===== src/rtl/edge_pair_pkg.sv =====
package edge_pair_pkg;

  // Increment that sticks at the ceiling instead of wrapping.
  function automatic int unsigned sat_add1(int unsigned v, int unsigned maxv);
    return (v >= maxv) ? maxv : v + 1;
  endfunction

  // Threshold comparison shared by the flag logic.
  function automatic logic at_or_above(int unsigned v, int unsigned thresh);
    return v >= thresh;
  endfunction

endpackage


===== src/rtl/epc_edge_sync.sv =====
module epc_edge_sync #(
  parameter int STAGES  = 2,
  parameter bit FALLING = 1'b0
) (
  input  logic clk,
  input  logic din,
  output logic pulse
);
  logic [STAGES-1:0] sh;
  logic              last;

  // Synchronizer flops carry no reset; they settle while reset is held.
  always_ff @(posedge clk) begin
    sh   <= {sh[STAGES-2:0], din};
    last <= sh[STAGES-1];
  end

  generate
    if (FALLING) begin : g_fall
      assign pulse = ~sh[STAGES-1] & last;
    end else begin : g_rise
      assign pulse = sh[STAGES-1] & ~last;
    end
  endgenerate
endmodule


===== src/rtl/epc_skew_window.sv =====
module epc_skew_window #(
  parameter int LEN = 4
) (
  input  logic clk,
  input  logic rst,
  input  logic en,
  input  logic start,
  input  logic close,
  output logic open,
  output logic expire
);
  localparam int RW = $clog2(LEN + 1);

  logic [RW-1:0] rem;

  assign expire = open & ~start & ~close & (rem == RW'(1));

  always_ff @(posedge clk) begin
    if (rst || !en) begin
      open <= 1'b0;
      rem  <= '0;
    end else if (start) begin
      open <= 1'b1;
      rem  <= RW'(LEN);
    end else if (close || expire) begin
      open <= 1'b0;
    end else if (open) begin
      rem <= rem - RW'(1);
    end
  end
endmodule


===== src/rtl/epc_err_accum.sv =====
module epc_err_accum
  import edge_pair_pkg::*;
#(
  parameter int CNT_W  = 4,
  parameter int THRESH = 3
) (
  input  logic             clk,
  input  logic             rst,
  input  logic             inc,
  output logic [CNT_W-1:0] count,
  output logic             flag
);
  localparam int unsigned MAXV = (2 ** CNT_W) - 1;

  int unsigned nxt;

  assign nxt = sat_add1(32'(count), MAXV);

  always_ff @(posedge clk) begin
    if (rst) begin
      count <= '0;
      flag  <= 1'b0;
    end else if (inc) begin
      count <= CNT_W'(nxt);
      flag  <= at_or_above(nxt, THRESH);
    end
  end
endmodule


===== src/rtl/edge_pair_monitor.sv =====
module edge_pair_monitor #(
  parameter int SKEW1_CYC  = 4,
  parameter int SKEW2_CYC  = 6,
  parameter int CNT_W      = 4,
  parameter int ERR_THRESH = 3,
  parameter int SYNC_STG   = 2
) (
  input  logic             clk,
  input  logic             rst,
  input  logic             en,
  input  logic             cnt_clk,
  input  logic             chk_clk,
  output logic             err_flag,
  output logic [CNT_W-1:0] err_count
);
  localparam int NWIN = 2;

  logic [NWIN-1:0] raw_in;
  logic [NWIN-1:0] edge_hit;
  logic [NWIN-1:0] win_start;
  logic [NWIN-1:0] win_close;
  logic [NWIN-1:0] win_open;
  logic [NWIN-1:0] win_exp;

  // Named events, brought out for the checker.
  logic cnt_rise, chk_fall;
  logic a_open, b_open;
  logic a_orph, b_orph;
  logic err_pulse;

  assign raw_in = {chk_clk, cnt_clk};

  // Index 0: counting clock, rising edge. Index 1: check clock, falling edge.
  generate
    for (genvar g = 0; g < NWIN; g++) begin : g_sync
      epc_edge_sync #(.STAGES(SYNC_STG), .FALLING(g == 1)) u_sync (
        .clk  (clk),
        .din  (raw_in[g]),
        .pulse(edge_hit[g])
      );
    end
  endgenerate

  assign cnt_rise = edge_hit[0];
  assign chk_fall = edge_hit[1];
  assign a_open   = win_open[0];
  assign b_open   = win_open[1];

  // Pairing: a lone edge closes the opposite open window, else opens its own.
  always_comb begin
    win_close[0] = chk_fall & ~cnt_rise & a_open;
    win_close[1] = cnt_rise & ~chk_fall & b_open;
    win_start[0] = cnt_rise & ~chk_fall & ~b_open;
    win_start[1] = chk_fall & ~cnt_rise & ~a_open;
  end

  assign a_orph    = win_start[0] & a_open;
  assign b_orph    = win_start[1] & b_open;
  assign err_pulse = en & ((|win_exp) | a_orph | b_orph);

  generate
    for (genvar g = 0; g < NWIN; g++) begin : g_win
      localparam int LEN = (g == 0) ? SKEW1_CYC : SKEW2_CYC;
      epc_skew_window #(.LEN(LEN)) u_win (
        .clk   (clk),
        .rst   (rst),
        .en    (en),
        .start (win_start[g]),
        .close (win_close[g]),
        .open  (win_open[g]),
        .expire(win_exp[g])
      );
    end
  endgenerate

  epc_err_accum #(.CNT_W(CNT_W), .THRESH(ERR_THRESH)) u_acc (
    .clk  (clk),
    .rst  (rst),
    .inc  (err_pulse),
    .count(err_count),
    .flag (err_flag)
  );
endmodule


===== config.mk =====
export PLATFORM = sky130hd
export DESIGN_NAME = edge_pair_monitor
export DESIGN_NICKNAME = d
export VERILOG_FILES = /design/src/rtl/edge_pair_pkg.sv /design/src/rtl/epc_edge_sync.sv /design/src/rtl/epc_skew_window.sv /design/src/rtl/epc_err_accum.sv /design/src/rtl/edge_pair_monitor.sv
export SDC_FILE = /design/constraint.sdc
export NUM_CORES = 1
export LEC_CHECK = 0
export BUFFER_PORTS_ARGS = -buffer_cell sky130_fd_sc_hd__clkbuf_2
export CELL_PAD_IN_SITES_DETAIL_PLACEMENT = 1
export CELL_PAD_IN_SITES_GLOBAL_PLACEMENT = 1
export CORE_AREA = 2 2 57 45
export CTS_CLUSTER_DIAMETER = 150
export DETAILED_ROUTE_END_ITERATION = 7
export DIE_AREA = 0 0 59 47
export PLACE_DENSITY = 0.7
export SLEW_MARGIN = 5
export SYNTH_ARGS = -nofsm -noshare
export SYNTH_HDL_FRONTEND = slang
export SYNTH_HIERARCHICAL = 1
export SYNTH_SLANG_ARGS = --single-unit

===== constraint.sdc =====
create_clock -name clk -period 2.4 [get_ports clk]
set_input_delay 0.12 -clock clk [delete_from_list [all_inputs] [get_ports clk]]
set_output_delay 0.12 -clock clk [all_outputs]
set_load 0.02 [all_outputs]

Word level (Yosys, flattened, before mapping)
Cells that the tools add are included.
{"block": "totals", "reg_bits": 19, "latchBits": 0, "ramBits": 0, "romBits": 0, "in_bits": 5, "output_inout_bits": 5, "word_cells": 78, "mem_count": 0}
{"block": "op_classes", "addsub": 3, "multipliers": 0, "div_mod_pow": 0, "magnitude_cmp": 2, "n_eq_ne": 4, "shift": 0, "mux": 11, "bitwise_logic": 31, "n_reduce_logical": 15}
{"op": ">= comparator 32 x 2 -> 1 bit, second input constant", "n": 1}
{"op": "2-to-1 mux 32 bit", "n": 1}
{"op": "2-to-1 mux 3 bit", "n": 6}
{"op": "bitwise AND 1 bit", "n": 17}
{"op": "inverter 1 bit", "n": 12}
{"op": "AND reduction 2 bit", "n": 4}
{"op": "nonzero test 2 bit", "n": 4}
{"op": "== test 3 x 1 -> 1 bit, second input constant", "n": 2}
{"op": "OR reduction 2 bit", "n": 3}
{"op": "subtractor 3 x 1 -> 3 bit, second input constant", "n": 2}
{"op": "adder 4 x 1 -> 5 bit, second input constant", "n": 1}
{"op": ">= comparator 4 bit, second input constant", "n": 1}
{"op": "2-to-1 mux 1 bit", "n": 4}
{"op": "inequality test 2 x 1 -> 1 bit, second input constant", "n": 2}
{"op": "logical OR 1 bit", "n": 3}
{"op": "OR 1 bit", "n": 2}
{"op": "logical NOT 1 bit", "n": 1}

Longest topological paths before layout
Gate-level depths: netlist of run 1.
{"block": "depth", "ltp_word": 13, "mapped_depth": 9, "mapped_depth_nobuf": 8}

Hierarchy
The synthesis of run 1 kept the hierarchy.
{"module": "epc_err_accum", "n_inst": 1, "cells_each": 27, "area_per_inst_um2": 241.5, "seq_area_each_um2": 100.1}
{"module": "epc_skew_window at g_win[0].u_win", "n_inst": 1, "cells_each": 25, "area_per_inst_um2": 232.7, "seq_area_each_um2": 80.1}
{"module": "epc_skew_window at g_win[1].u_win", "n_inst": 1, "cells_each": 24, "area_per_inst_um2": 226.5, "seq_area_each_um2": 80.1}
{"module": "epc_edge_sync", "n_inst": 2, "cells_each": 4, "area_per_inst_um2": 73.8, "seq_area_each_um2": 60.1}
{"module": "edge_pair_monitor", "n_inst": 1, "cells_each": 7, "area_per_inst_um2": 67.6, "seq_area_each_um2": 0.0}

Least setup slack after synthesis of run 1
OpenSTA, ideal clock, no wires.
{"block": "synth_path", "kind": "reg-to-reg", "start": "reg g_sync[0].u_sync.sh[1]", "end": "reg u_acc.count[3]", "setup_ns": 0.086, "arrival_ns": 1.954, "t_required_ns": 2.314, "setup_slack_ns": 0.360, "path_stages_with_launch": 10, "n_path_buf": 1, "period_less_slack_ns": 2.040, "path_cell_list": "dfxtp_1 > nor2b_4 > nor3b_1 > nor3b_2 > nor2b_1 > o41a_1 > buf_2 > nand4_1 > nor3_1 > a211oi_1"}
{"block": "synth_via", "elab_cells_between_ends": 24, "classes_between": "23 x bitwise; 1 x reduce/logical"}
{"element": "start: declaration", "line": "epc_edge_sync.sv:9", "text": "logic [STAGES-1:0] sh;"}
{"element": "start signal: assignment", "line": "epc_edge_sync.sv:14", "text": "sh <= {sh[STAGES-2:0], din};"}
{"element": "bitwise AND 1 bit", "line": "epc_edge_sync.sv:22", "text": "assign pulse = sh[STAGES-1] & ~last;"}
{"element": "via cnt_rise", "line": "edge_pair_monitor.sv:26", "text": "logic cnt_rise, chk_fall;"}
{"element": "bitwise AND 1 bit (2 in a row)", "line": "edge_pair_monitor.sv:53", "text": "win_start[0] = cnt_rise & ~chk_fall & ~b_open;"}
{"element": "via win_start[0]", "line": "edge_pair_monitor.sv:20", "text": "logic [NWIN-1:0] win_start;"}
{"element": "inverter 1 bit", "line": "epc_skew_window.sv:16", "text": "assign expire = open & ~start & ~close & (rem == RW'(1));"}
{"element": "bitwise AND 1 bit (3 in a row)", "line": "epc_skew_window.sv:16"}
{"element": "via win_exp[0]", "line": "edge_pair_monitor.sv:23", "text": "logic [NWIN-1:0] win_exp;"}
{"element": "OR reduction 2 bit", "line": "edge_pair_monitor.sv:59", "text": "assign err_pulse = en & ((|win_exp) | a_orph | b_orph);"}
{"element": "OR 1 bit (2 in a row)", "line": "edge_pair_monitor.sv:59"}
{"element": "bitwise AND 1 bit", "line": "edge_pair_monitor.sv:59"}
{"element": "via err_pulse", "line": "edge_pair_monitor.sv:29", "text": "logic err_pulse;"}
{"element": "end signal: assignment", "line": "epc_err_accum.sv:24", "text": "count <= CNT_W'(nxt);"}
{"element": "end: declaration", "line": "epc_err_accum.sv:10", "text": "output logic [CNT_W-1:0] count,"}
The timed path passes the listed nets, and every way through them passes these cells.
A chain may end at the register's enable or synchronous reset.

Final worst setup path of run 1
Same ends and word-level chain as after synthesis.

==> impl_results.md, run 1 <==
* Element type at the critical path start: register
* Leakage power summed over all cells at 0.417 nW
* Area of the die at 2770 µm²
* Max IR drop VDD at 0.313 mV
* Proportion of synthesized flip-flops having asynchronous set or reset at 0
* Status: complete, no violations
* Global-route wire length before repair at around 3.0 mm
* Antenna cells at 0
* TritonCTS clock tree: built
* Post-Place Cells at 126
* Detail Route met3 WL at around 70 µm
* Total Nets Final at around 120
* Critical Path End Type: register
* Worst-margin pin slew at ~0.36 ns
* Post-CTS sizing at 0
* Final Skew at 0.00384 ns
* Minimum setup slack in the final design at 0.248 ns
* Hold Crit Start: rst
* Total number of yosys warnings at 6
* Layout fillers at 269
* Final instance area at around 1000 µm²
* R2r setup slk at 0.25 ns
* Class of the most critical hold timing path: in -> reg
* Number of rows created at floorplan at 15
* CTS Sinks at 19
* Mean cell area of the mapped netlist at just over 10 µm²
* Crit Path Category: reg -> reg
* CTS max path bufs at 2
* Initial DRC Count at 11
* Highest metal layer with signal wires: met4
* Total power per unit cell area at a little over 500 nW/µm²
* Pwr Total at 538 µW
* Count of input and output buffers at 9
* Post-layout min period at 2.15 ns
* Count of state elements after synthesis at 19
* Max-Cap Viols at 0
* Detail-routed net length per standard cell at 13.4 µm
* Met2 WL at between 700 and 800 µm
* Cell with the most instances after synthesis: dfxtp_1
* Unrepaired setup endpoints after global routing: no
* End point of the worst hold path: u_acc/flag
* Unique masters post-synth at 32
* Cts bufs inserted at 3
* Net count after synthesis at 101
* Finish-stage setup viols at 0
* Wirelength, routed at 1.77 mm
* Maximum fanout encountered on the critical timing path at 9
* Area taken by multi-input logic gates at 500 µm²
* Initial core utilization at 0.414
* Most used DFF post-synth: dfxtp_1
* Overall via count from detail_route at 704
* Root buf cell: clkbuf_4
* Leftover overflow at the end of global routing at 0
* Worst endpoint data arrival time at 2.37 ns
* Number of design rule violations left after detail routing at 0
* Largest net degree at the start of global routing at 11
* Commonest cells post-synth: 19 x dfxtp_1, 8 x inv_1, 6 x nor2_1, 5 x ha_1, 5 x nor2b_1
* Area grow syn2layout at 14.5%
* Met1 Routed Length at 902 µm
* Initial antenna violation count at 0
* Weighted congestion at the end of routability-driven global placement at 0.775
* Die Span Y at ~47 µm
* Period utilization at 0.897
* Share of the yosys chip area belonging to registers at 0.415
* Max-Slew Margin vs Limit at 0.763
* Share of the synthesized area in the top cell type at 0.415
* Pre-antenna DRT Iters at 4
* Core occupancy in the finished layout at 0.473
* Seq. cell area at 380 µm²
* Core Region at 2210 µm²
* Clock Latency Late Sink at 0.30 ns
* Maximum clock rate at 0.465 GHz
* Total standard cell area after synthesis at ~920 µm²
* Number of pins with negative max-slew slack in the final report at 0
* Number of global-route vias before repair at 672
* H-tree depth reported by CTS at 1
* Setup TNS at 0 ns
* Aggregate global-route resource usage at 0.150
* Worst reg2reg endpoint: u_acc/count[3]
* Launch instance of the worst register-to-register path: g_sync[0].u_sync/sh[1]
* Layout cell share with drive strength beyond 1 at 0.206
* Number of enable flip-flop cells after synthesis at 0
* Gate Count Post-Synth at 91
* Clock transition at the registers of the reported paths at about 0.1 ns
* Cell type with the largest total area after synthesis: dfxtp_1
* Mean number of vias per cell at 5.33
* Final hold violations at 0
* Boundary Pins at 10
* Final cell count without fillers at 132
* X dimension of the die at 59 µm
* R2R depth at 8
* Number of nets still failing antenna checks after routing at 0
* Tightest hold margin at roughly 0.08 ns
* Synth top area cells: dfxtp_1 42%, ha_1 6.8%, nor2b_1 3.4%
* CP required at about 2.6 ns
* Placed Area at between 1000 and 1500 µm²
* Number of cells on the worst hold path at 2
* Post-detailed-placement half-perimeter wirelength at 1.39 mm
* Worst setup timing slack at the placement stage at 0.266 ns
## state kept, by name, summed over array words and instances (netlist names)
| signal | flops |
|---|---|
| g_win.u_win/open | 2 |
| g_win.u_win/rem | 6 |
| g_sync.u_sync/last | 2 |
| u_acc/flag | 1 |
| u_acc/count | 4 |
| g_sync.u_sync/sh | 4 |
## worst max-delay path by stage
| stage | start | endpoint | depth (start not counted) |
|---|---|---|---|
| 6_report | g_sync[0].u_sync/sh[1] | u_acc/count[3] | 8 |
| 5_1_grt | g_sync[0].u_sync/sh[1] | u_acc/count[3] | 8 |
| 4_1_cts | g_sync[0].u_sync/sh[1] | u_acc/count[3] | 8 |
| 3_5_place_dp | g_sync[0].u_sync/sh[1] | u_acc/count[2] | 7 |
| 3_3_place_gp | g_sync[0].u_sync/sh[1] | u_acc/count[3] | 8 |
| 2_1_floorplan | g_sync[0].u_sync/sh[1] | u_acc/count[3] | 9 |
## final cells by class
class,instances,area share
Multi-Input combinational cell,63,0.477
Tap cell,25,0.0298
Inverter,8,0.0286
Clock buffer,4,0.0251
Timing Repair Buffer,13,0.0764
Sequential cell,19,0.363
## worst max-delay path, cell delays in order (launching register included)
cell,delay [ns]
dfxtp_1,0.33
nor2b_4,0.19
nor3b_1,0.32
nor3b_2,0.12
nor2b_1,0.16
o41a_1,0.54
nand4_1,0.15
nor3_1,0.05
a211oi_1,0.21
## logic make-up after synthesis
group / Yosys count / synth area share
adders and majority gates: 5 / 0.0683
DFF: 19 / 0.415
and+or+nand+nor: 34 / 0.283
AOI/OAI and AO/OA: 24 / 0.195
buffers and inverters: 9 / 0.0382
## per-layer routing
layer / GRT usage / vias to the layer above
met2: 0.249 / 9
li1: - / 366
met3: 0.0579 / 5
met4: 0.0545 / 0
met5: 0 / -
met1: 0.182 / 324
## power breakdown
group / internal (mW) / switching (mW) / leakage [nW] / total [mW]
Clock: 0.0648 / 0.0975 / 0.0150 / 0.162
Sequential: 0.325 / 0.00683 / 0.156 / 0.332
Combinational: 0.0231 / 0.0210 / 0.246 / 0.0440
## cell usage in the layout (no fill, tap or decap)
master	Yosys	final
a211oi_1	3	3
a21boi_1	3	3
a21o_1	1	1
a21oi_1	3	3
a311oi_2	1	1
a31oi_1	2	2
and3b_1	1	1
and3b_2	1	1
and4_2	1	1
and4bb_1	1	1
buf_4	0	2
clkbuf_1	0	1
clkbuf_2	0	9
clkbuf_4	0	3
dfxtp_1	19	19
dlygate4sd3_1	0	2
ha_1	5	5
inv_1	8	8
nand2b_1	1	1
nand2b_4	2	2
nand4_1	1	1
nor2_1	6	6
nor2b_1	5	5
nor2b_4	2	2
nor3_1	2	2
nor3b_1	3	3
nor3b_2	1	1
nor4_1	2	2
nor4bb_1	1	1
o21a_1	4	4
o21ai_0	3	3
o311a_1	1	1
o31a_1	2	2
o41a_1	1	1
or3_1	3	3
or4b_1	1	1
## timing repair
item                      in CTS  in global routing
hold endpoints to repair       2                  0
setup buffers                  0                  0
hold buffers                   2                  0
Power figures use the tool's default switching activity.
==> inputs of run 2 (changes only) <==
Settings changed: CTS_BUF_LIST set to sky130_fd_sc_hd__clkbuf_16.
==> impl_results.md, run 2 (synthesis results as in run 1) <==
* Max-Slew Margin vs Limit at 0.769 (+0.00639)
* Max IR drop VDD at 0.339 mV (+8.4%)
* Most frequent cells in the layout: 19 x dfxtp_1, 9 x inv_1, 9 x clkbuf_2
* Leftover overflow at the end of global routing at 0 (unchanged)
* Final Skew at 0.00244 ns (-0.00140 ns)
* H-tree depth reported by CTS at 1 (unchanged)
* Most common cell after layout, fill and taps aside: dfxtp_1
* Area of the die at 2770 µm² (unchanged)
* Post-detailed-placement half-perimeter wirelength at 1.39 mm (unchanged)
* Number of cells on the worst hold path at 2 (unchanged)
* Initial core utilization at 0.414 (unchanged)
* CTS Sinks at 19 (unchanged)
* Slowest stage cell on the critical path: o41a_1
* Area grow syn2layout at 20.2%
* Critical Path End Type: register
* Crit Path Category: reg -> reg
* Overall via count from detail_route at 705 (+0.14%)
* Cell breakdown of the critical path: nor2b_4 -> nor3b_1 -> nor3b_2 -> nor2b_1 -> o41a_1 -> nand4_1 -> nor3_1 -> a211oi_1
* Root buf cell: clkbuf_16
* Launch instance of the worst register-to-register path: g_sync[0].u_sync/sh[1]
* Finish-stage setup viols at 0 (unchanged)
* Pre-antenna DRT Iters at 4 (unchanged)
* Core Region at 2210 µm² (unchanged)
* Core occupancy in the finished layout at 0.497 (+0.0237)
* CTS max path bufs at 2 (unchanged)
* Initial DRC Count at 10 (-1)
* Count of buffering cells on the critical path with inverters included at 0 (unchanged)
* Count of input and output buffers at 9 (unchanged)
* Detail Route met3 WL at 60 µm (-14%)
* Detail-routed net length per standard cell at 13.7 µm (+2.1%)
* Met1 Routed Length at 907 µm (+0.55%)
* Largest net degree at the start of global routing at 11 (unchanged)
* Post-CTS sizing at 0 (unchanged)
* Worst stage delay on the critical path at 0.54 ns (about the same)
* Maximum fanout encountered on the critical timing path at 9 (unchanged)
* Reg with most FFs: g_win.u_win/rem
* Dominant delay contributor by cell family on the critical path: simple AND/OR/NAND/NOR gates
* Element type at the critical path start: register
* Tightest hold margin at 0.149 ns (+0.0674 ns)
* Pwr Total at 713 µW (+32%)
* Max-Cap Viols at 0 (unchanged)
* TritonCTS clock tree: built
* X dimension of the die at 59 µm (unchanged)
* Layout cell share with drive strength beyond 1 at 0.206 (unchanged)
* Largest registers: g_win.u_win/rem (6), g_sync.u_sync/sh (4), u_acc/count (4)
* Post-layout min period at 2.13 ns (-0.0177 ns)
* Number of pins with negative max-slew slack in the final report at 0 (unchanged)
* Leakage power summed over all cells at 0.444 nW (+6.6%)
* Initial antenna violation count at 0 (unchanged)
* Final hold violations at 0 (unchanged)
* Worst reg2reg endpoint: u_acc/count[3]
* Setup TNS at 0 ns (unchanged)
* Period utilization at 0.889 (-0.00739)
* R2r setup slk at 0.27 ns (+0.02 ns)
* Hold Crit Start: rst
* Boundary Pins at 10 (unchanged)
* Antenna cells at 0 (unchanged)
* Number of design rule violations left after detail routing at 0 (unchanged)
* Met2 WL at 806 µm (+4.8%)
* Crit path launch: g_sync[0].u_sync/sh[1]
* Class of the most critical hold timing path: in -> reg
* Total power per unit cell area at 648 nW/µm² (+26%)
* CP required at 2.57 ns (-0.05 ns)
* Clock transition at the registers of the reported paths at 0.05 ns (-0.05 ns)
* Weighted congestion at the end of routability-driven global placement at 0.775 (unchanged)
* Number of nets still failing antenna checks after routing at 0 (unchanged)
* Buffers inserted during post-CTS setup optimization at 0 (unchanged)
* Global-route wire length before repair at 3.09 mm (+3.7%)
* Aggregate global-route resource usage at 0.159 (+0.00831)
* Status: complete, no violations
* End point of the worst hold path: u_acc/flag
* Total Nets Final at 118 (unchanged)
* Maximum clock rate at 0.469 GHz (+0.83%)
* Post-Place Cells at 126 (unchanged)
* Final cell count without fillers at 132 (unchanged)
* Highest metal layer with signal wires: met4
* Mean number of vias per cell at 5.34 (+0.14%)
* Clock Latency Late Sink at 0.25 ns (-0.05 ns)
* Flip-flop count of the largest register, all copies and words added at 6 (unchanged)
* R2R depth at 8 (unchanged)
* Wirelength, routed at 1.81 mm (+2.1%)
* Worst endpoint data arrival time at 2.30 ns (-0.07 ns)
* Die Span Y at 47 µm (unchanged)
* Number of rows created at floorplan at 15 (unchanged)
* Worst-margin pin slew at 0.346 ns (-0.00959 ns)
* Cts bufs inserted at 3 (unchanged)
* Unrepaired setup endpoints after global routing: no
* Number of global-route vias before repair at 693 (+3.1%)
[run 2: cell types whose count changed in the layout (fill, tap and decap cells not counted)]
cell       change
clkbuf_1       -1
clkbuf_16      +3
clkbuf_4       -3
inv_1          +1
[run 2: repair_timing]
action                                  4_1_cts  5_1_grt
endpoints found under the setup margin        0        0
hold buffers                                  2        0
endpoints found under the hold margin         2        0
[run 2: layout make-up]
cell class	count	area (µm²)
clock buffer	3	75.1
clock inverter	1	3.75
fill	265	1110
inverter	8	30.0
multi-input combinational	63	500
sequential	19	380
tap	25	31.3
timing repair buffer	13	80.1
[run 2: worst max path at each step]
stage / endpoint / slack (ns) / depth (start not counted)
2_1_floorplan: u_acc/count[3] / 0.36 / 9
3_3_place_gp: u_acc/count[3] / 0.33 / 8
3_5_place_dp: u_acc/count[2] / 0.27 / 7
4_1_cts: u_acc/count[3] / 0.25 / 8
5_1_grt: u_acc/count[3] / 0.07 / 8
6_report: u_acc/count[3] / 0.27 / 8
[run 2: metrics by stage]
stage / area [µm²] / worst slack, ns
2_1_floorplan: 916 / 0.360
3_3_place_gp: 1000 / 0.332
3_5_place_dp: 1000 / 0.266
4_1_cts: 1100 / 0.247
5_1_grt: 1100 / 0.0748
6_report: 1100 / 0.266
[run 2: layer usage]
layer	track usage	up-vias
li1	-	365
met1	0.185	329
met2	0.262	7
met3	0.0579	4
met4	0.0818	0
met5	0	-
[run 2: power breakdown]
group | internal, mW | switching [mW]
logic | 0.0231 | 0.0210
registers | 0.326 | 0.00684
clock network | 0.221 | 0.115
total | 0.570 | 0.143
